**config.mk**
```make
export PLATFORM = sky130hd
export DESIGN_NAME = frz_bridge_ctl
export DESIGN_NICKNAME = d
export VERILOG_FILES = /design/src/rtl/frz_pkg.sv /design/src/rtl/frz_seq.sv /design/src/rtl/frz_gate.sv /design/src/rtl/frz_bridge_ctl.sv
export SDC_FILE = /design/constraint.sdc
export NUM_CORES = 1
export LEC_CHECK = 0
export BUFFER_PORTS_ARGS = -buffer_cell sky130_fd_sc_hd__buf_2
export CORE_UTILIZATION = 33
export DETAILED_ROUTE_END_ITERATION = 10
export GPL_TIMING_DRIVEN = 0
export PLACE_DENSITY = 0.8
export SETUP_SLACK_MARGIN = 0.5
export SLEW_MARGIN = 25
export SYNTH_ARGS = -nofsm -noshare
export SYNTH_HDL_FRONTEND = slang
export SYNTH_SLANG_ARGS = --single-unit
```
**constraint.sdc**
```tcl
create_clock -name clk -period 1.9 [get_ports clk]
set_input_delay 0.57 -clock clk [delete_from_list [all_inputs] [get_ports clk]]
set_output_delay 0.57 -clock clk [all_outputs]
set_load 0.02 [all_outputs]
```
**src/rtl/frz_pkg.sv**
```systemverilog
package frz_pkg;
  typedef enum logic [1:0] {
    FZ_RUN   = 2'd0,
    FZ_DRAIN = 2'd1,
    FZ_HOLD  = 2'd2
  } fz_state_t;

  localparam logic [1:0] IDX_STAT = 2'd0;
  localparam logic [1:0] IDX_CTRL = 2'd1;
  localparam logic [1:0] IDX_ILL  = 2'd2;
  localparam logic [1:0] IDX_VER  = 2'd3;

  localparam int CB_FREEZE   = 0;
  localparam int CB_RESET    = 1;
  localparam int CB_UNFREEZE = 2;
  localparam int CTRL_W      = 3;

  localparam int IB_CTRL   = 0;
  localparam int IB_REFUSE = 1;
  localparam int ILL_W     = 2;

  localparam logic [31:0] VERSION_WORD = 32'd2;
endpackage

```
**src/rtl/frz_seq.sv**
```systemverilog
module frz_seq
  import frz_pkg::*;
#(
  parameter int MAX_INFLIGHT = 4,
  localparam int CNT_W = $clog2(MAX_INFLIGHT + 1)
) (
  input  logic      clk,
  input  logic      rst_n,
  input  logic      freeze_go,
  input  logic      unfreeze_go,
  input  logic      accept,
  input  logic      retire,
  output fz_state_t state_o,
  output logic      full_o
);
  localparam logic [CNT_W-1:0] CNT_MAX = CNT_W'(MAX_INFLIGHT);

  fz_state_t        st_q, st_n;
  logic [CNT_W-1:0] cnt_q, cnt_n;
  logic             cnt_en;

  always_comb begin
    st_n = st_q;
    unique case (st_q)
      FZ_RUN:   if (freeze_go) st_n = FZ_DRAIN;
      FZ_DRAIN: if (cnt_q == '0) st_n = FZ_HOLD;
      FZ_HOLD:  if (unfreeze_go) st_n = FZ_RUN;
      default:  st_n = FZ_RUN;
    endcase
  end

  assign cnt_en = accept ^ retire;

  always_comb begin
    cnt_n = cnt_q;
    if (accept && !retire)      cnt_n = cnt_q + 1'b1;
    else if (retire && !accept) cnt_n = cnt_q - 1'b1;
  end

  always_ff @(posedge clk or negedge rst_n) begin
    if (!rst_n) st_q <= FZ_RUN;
    else        st_q <= st_n;
  end

  always_ff @(posedge clk or negedge rst_n) begin
    if (!rst_n)      cnt_q <= '0;
    else if (cnt_en) cnt_q <= cnt_n;
  end

  assign state_o = st_q;
  assign full_o  = (cnt_q == CNT_MAX);

  // count never passes the limit
  a_r4_no_overflow: assert property (@(posedge clk) disable iff (!rst_n)
    cnt_q <= CNT_MAX);
  // input assumption, no completion without a request in flight
  a_r4_no_underflow: assert property (@(posedge clk) disable iff (!rst_n)
    retire |-> cnt_q != '0);
  // freeze-done is not reached while requests remain
  a_r3_drain_before_done: assert property (@(posedge clk) disable iff (!rst_n)
    (st_q == FZ_DRAIN && cnt_q != '0) |=> st_q != FZ_HOLD);
  // draining never jumps straight back to running
  a_r5_drain_not_run: assert property (@(posedge clk) disable iff (!rst_n)
    st_q == FZ_DRAIN |=> st_q != FZ_RUN);
  // an accepted unfreeze reopens the bridge on the next edge
  a_r8_unfreeze_runs: assert property (@(posedge clk) disable iff (!rst_n)
    unfreeze_go |=> st_q == FZ_RUN);
endmodule

```
**src/rtl/frz_gate.sv**
```systemverilog
module frz_gate
  import frz_pkg::*;
(
  input  fz_state_t state,
  input  logic      full,
  input  logic      up_valid,
  input  logic      dn_ready,
  output logic      dn_valid,
  output logic      up_ready,
  output logic      up_err,
  output logic      accept,
  output logic      refuse
);
  logic open_path;

  assign open_path = (state == FZ_RUN) && !full;

  always_comb begin
    dn_valid = 1'b0;
    up_ready = 1'b0;
    up_err   = 1'b0;
    if (open_path) begin
      dn_valid = up_valid;
      up_ready = dn_ready;
    end else if (state == FZ_HOLD) begin
      up_ready = up_valid;
      up_err   = up_valid;
    end
  end

  assign accept = open_path && up_valid && dn_ready;
  assign refuse = (state == FZ_HOLD) && up_valid;
endmodule

```
**src/rtl/frz_bridge_ctl.sv**
```systemverilog
module frz_bridge_ctl
  import frz_pkg::*;
#(
  parameter int DATA_W       = 32,
  parameter int ADDR_W       = 4,
  parameter int MAX_INFLIGHT = 4
) (
  input  logic              clk,
  input  logic              rst_n,
  input  logic              reg_wr,
  input  logic [ADDR_W-1:0] reg_addr,
  input  logic [DATA_W-1:0] reg_wdata,
  output logic [DATA_W-1:0] reg_rdata,
  input  logic              up_valid,
  output logic              up_ready,
  output logic              up_err,
  output logic              dn_valid,
  input  logic              dn_ready,
  input  logic              dn_done,
  output logic              region_freeze,
  output logic              region_reset
);
  fz_state_t         state;
  logic              full, accept, refuse;
  logic [1:0]        widx;
  logic              wr_ctrl, wr_ill, bad_ctrl, freeze_go, unfreeze_go;
  logic [CTRL_W-1:0] wbits, ctrl_q, ctrl_n;
  logic              ctrl_en;
  logic [ILL_W-1:0]  ill_q, ill_n;
  logic              unused_bits;

  assign widx        = reg_addr[3:2];
  assign wbits       = reg_wdata[CTRL_W-1:0];
  assign unused_bits = ^{reg_wdata[DATA_W-1:CTRL_W], reg_addr[1:0]};

  assign wr_ctrl  = reg_wr && (widx == IDX_CTRL);
  assign wr_ill   = reg_wr && (widx == IDX_ILL);
  assign bad_ctrl = wr_ctrl && (($countones(wbits) > 1) ||
                    (wbits[CB_UNFREEZE] && state != FZ_HOLD));
  assign freeze_go   = wr_ctrl && !bad_ctrl && (wbits == CTRL_W'(1 << CB_FREEZE))
                       && state == FZ_RUN;
  assign unfreeze_go = wr_ctrl && !bad_ctrl && wbits[CB_UNFREEZE];

  frz_seq #(.MAX_INFLIGHT(MAX_INFLIGHT)) u_seq (
    .clk, .rst_n, .freeze_go, .unfreeze_go,
    .accept, .retire(dn_done), .state_o(state), .full_o(full)
  );

  frz_gate u_gate (
    .state, .full, .up_valid, .dn_ready,
    .dn_valid, .up_ready, .up_err, .accept, .refuse
  );

  assign ctrl_en = wr_ctrl && !bad_ctrl;
  assign ctrl_n  = wbits;

  always_ff @(posedge clk or negedge rst_n) begin
    if (!rst_n)       ctrl_q <= '0;
    else if (ctrl_en) ctrl_q <= ctrl_n;
  end

  always_comb begin
    ill_n = ill_q;
    if (wr_ill && reg_wdata[0]) ill_n = '0;
    if (bad_ctrl) ill_n[IB_CTRL]   = 1'b1;
    if (refuse)   ill_n[IB_REFUSE] = 1'b1;
  end

  always_ff @(posedge clk or negedge rst_n) begin
    if (!rst_n) ill_q <= '0;
    else        ill_q <= ill_n;
  end

  always_comb begin
    reg_rdata = '0;
    unique case (widx)
      IDX_STAT: reg_rdata = DATA_W'({state == FZ_RUN, state == FZ_HOLD});
      IDX_CTRL: reg_rdata = DATA_W'(ctrl_q);
      IDX_ILL:  reg_rdata = DATA_W'(ill_q);
      default:  reg_rdata = DATA_W'(VERSION_WORD);
    endcase
  end

  assign region_freeze = (state != FZ_RUN);
  assign region_reset  = ctrl_q[CB_RESET] && (state == FZ_HOLD);

  // region reset only while isolated
  a_r7_reset_only_frozen: assert property (@(posedge clk) disable iff (!rst_n)
    region_reset |-> region_freeze);
  // nothing reaches the region while it is draining or frozen
  a_r3_no_traffic_frozen: assert property (@(posedge clk) disable iff (!rst_n)
    region_freeze |-> !dn_valid);
  // a rejected control write leaves control untouched
  a_r9_bad_keeps_ctrl: assert property (@(posedge clk) disable iff (!rst_n)
    bad_ctrl |=> $stable(ctrl_q));
  // a refused request always sets its capture bit
  a_r6_refuse_logged: assert property (@(posedge clk) disable iff (!rst_n)
    refuse |=> ill_q[IB_REFUSE]);
  // the region is out of reset right after unfreeze
  a_r8_reset_released: assert property (@(posedge clk) disable iff (!rst_n)
    unfreeze_go |=> !region_reset && !region_freeze);
endmodule

```
==> metrics.md <==
| Metric | Value |
|---|---|
| Status | finished, violations left |
| Failing checks | negative setup slack |
| Final nets | 200 |
| R2R cell count | 7 |
| Rows | 18 |
| Final hold slack | approximately 150 ps |
| Synth warn | 0 |
| CTS tree | yes |
| CTS buffer count | 3 |
| RSZ-0062 raised after global routing | true |
| Mapped Cells | 92 |
| Initial antenna violation count | 0 |
| Detail Placement HPWL | 1370 um |
| Max Cap Viol | 0 |
| DR pass1 iterations | 4 |
| Port buffer count | 17 |
| Mean routed wirelength per cell | roughly 11 um |
| CP max FO | 2 |
| Root Buffer | clkbuf_4 |
| Number of global-route vias before repair | between 600 and 700 |
| # setup viols final | 4 |
| Routed Antenna Nets | 0 |
| Clock transition at path regs | ~70 ps |
| Starting density of the core | 34.7% |
| Max VDD drop | 0.611 mV |
| Max-slew violations | 0 |
| TritonCTS sink count | 10 |
| DIE HEIGHT | between 50 and 60 um |
| DRC | 0 |
| Gr ovfl total | 0 |
| Clk_lat worst skew | 270 ps |
| Maximum clock frequency | ~0.5 GHz |
| Final Hold Fails | 0 |
| Synthesized area | between 800 and 900 um^2 |
| Via Count | between 700 and 800 |
| Leak | about 0.76 nW |
| # fillers | around 230 |
| Post-synthesis async set-or-reset flop share | 100% |
| Critical Path RT | between 2000 and 2500 ps |
| Power per cell area | 937 nW/um^2 |
| Critical path launch point type | register |
| First-iteration detailed-routing DRC count | 5 |
| Post-synth EDFFs | 0 |
| Vias per inst | roughly 4.0 |
| #FFs+latches synth | 10 |
| Area delta synth->final | 65.3% |
| Global-route wire length before repair | between 3000 and 4000 um |
| Sequential element share of the synthesized area | 29.4% |
| Util after Layout | around 57% |
| Gr usage total | 16.0% |
| Most common library cell in the layout ignoring fill and taps | buf_4 |
| Hold/Removal Path Class | primary input to asynchronous set/reset pin |
| Die ar. | approximately 2800 um^2 |
| Final GP Congestion | 0.816 |
| IO Count | just under 80 |
| Worst-case clock buffer depth | 2 |
| Skew final | between 8 and 9 ps |
| Ys flop type | dfrtp_1 |
| Core Region | 2450 um^2 |
| Total Wirelength | 1950 um |
| Layout cell share with drive strength beyond 1 | 60.8% |
| CP Data Arrival Time | between 2000 and 2500 ps |
| Number of library cell types mapped by synthesis | 31 |
| Critical Path End Type | register |
| Hold buffer count at CTS | 0 |
| Minimum clock period | approximately 1900 ps |
| Pin count of the biggest net entering global routing | 11 |
| Final setup margin | -43.0 ps |
| WS Path Type | register to register |
| Highest-count cells in the layout ignoring fill and taps | buf_4 (40), conb_1 (29), buf_6 (12) |
| Diodes inserted | 0 |
| Die width | about 53 um |
| Post-Syn Area per Cell | around 9 um^2 |
| Final worst-path cycle share | 102% |
| CTS HTree Levels | 1 |
[critical path, stage by stage (launching register included)]
cell	delay (ps)
dfrtp_1	380
or3b_4	420
nand3_4	90
nor2_4	50
ha_4	150
inv_2	50
fa_2	420
mux2_4	270
[through the flow]
stage / instances / worst slack (ps) / instance area (um^2) / power [mW] / TNS (ps)
after global routing: 183 / -87.5 / 1410 / 1.41 / -423
after detailed placement: 167 / -81.6 / 1140 / 0.885 / -321
after floorplan: 120 / 19.4 / 1010 / 0.760 / 0
after CTS: 180 / -1.35 / 1350 / 1.22 / -1.35
after global placement: 167 / -37.7 / 1140 / 0.855 / -77.9
final: 183 / -43.0 / 1410 / 1.32 / -109
[synthesized netlist by cell type (2+ instances only)]
cell | n | area, um^2
ha_1 | 2 | 25.0
nand2_1 | 4 | 15.0
nor3_1 | 2 | 10.0
nand3_1 | 2 | 10.0
buf_4 | 29 | 218
inv_1 | 6 | 22.5
o21ai_0 | 5 | 25.0
xor2_1 | 2 | 17.5
dfrtp_1 | 10 | 250
mux2_2 | 4 | 45.0
a21oi_1 | 2 | 10.0
nor2_1 | 5 | 18.8
[path summary, 6_finish.rpt]
check	start	endpoint	slack, ps
max	u_seq.cnt_q[0]	u_seq.cnt_q[1]	-40
min	rst_n	u_seq.cnt_q[1]	150
max reg2reg	u_seq.cnt_q[0]	u_seq.cnt_q[1]	-40
min reg2reg	ill_q[0]	ill_q[0]	500
max in group asynchronous	rst_n	u_seq.state_o[1]	1530
min in group clk	ill_q[0]	ill_q[0]	500
[state kept, by name (all words and copies together) (netlist names)]
| register | cells |
|---|---|
| u_seq.cnt_q | 3 |
| ctrl_q | 3 |
| ill_q | 2 |
| u_seq.state_o | 2 |
[where the power goes]
| part | total (mW) | internal, mW | switching (mW) | leakage, nW |
|---|---|---|---|---|
| combinational | 0.820 | 0.445 | 0.375 | 0.628 |
| clock | 0.146 | 0.0732 | 0.0731 | 0.0138 |
| sequential | 0.351 | 0.291 | 0.0601 | 0.116 |
| total | 1.32 | 0.809 | 0.508 | 0.758 |
[what timing repair did]
item	4_1_cts	5_1_grt
resized for setup	34	7
setup endpoints to repair	15	16
buffers inserted	10	3
pin swaps	8	3
[cell type report]
type	count	area [um^2]	area share, %
tap	30	37.5	2.67
buffer	30	243	17.3
clock buffer	3	22.5	1.60
inverter	6	22.5	1.60
timing repair buffer	30	253	18.0
sequential	10	253	18.0
multi-input combinational	74	576	40.9
[cells by family (layout without fill, tap and decap cells)]
logic type      after synthesis  after routing  share of synthesized area [%]
xor+xnor                      3              3                           3.09
mux                           5              5                           6.47
compound gates               12             12                           10.4
simple gates                 22             22                           16.0
buf+inv                      36             69                           28.8
fa+ha+maj                     3              3                           5.29
other cells                   1             29                          0.441
flops                        10             10                           29.4
[metal layers]
metal  global-route usage [%]  up-vias  wire length [um]
li1                         -      371                 -
met1                     14.1      338               628
met2                     33.8       27              1180
met3                     4.64        5               115
met4                     3.95        0                27
met5                        0        -                 0
No activity file was read; power rests on OpenSTA's default activity.
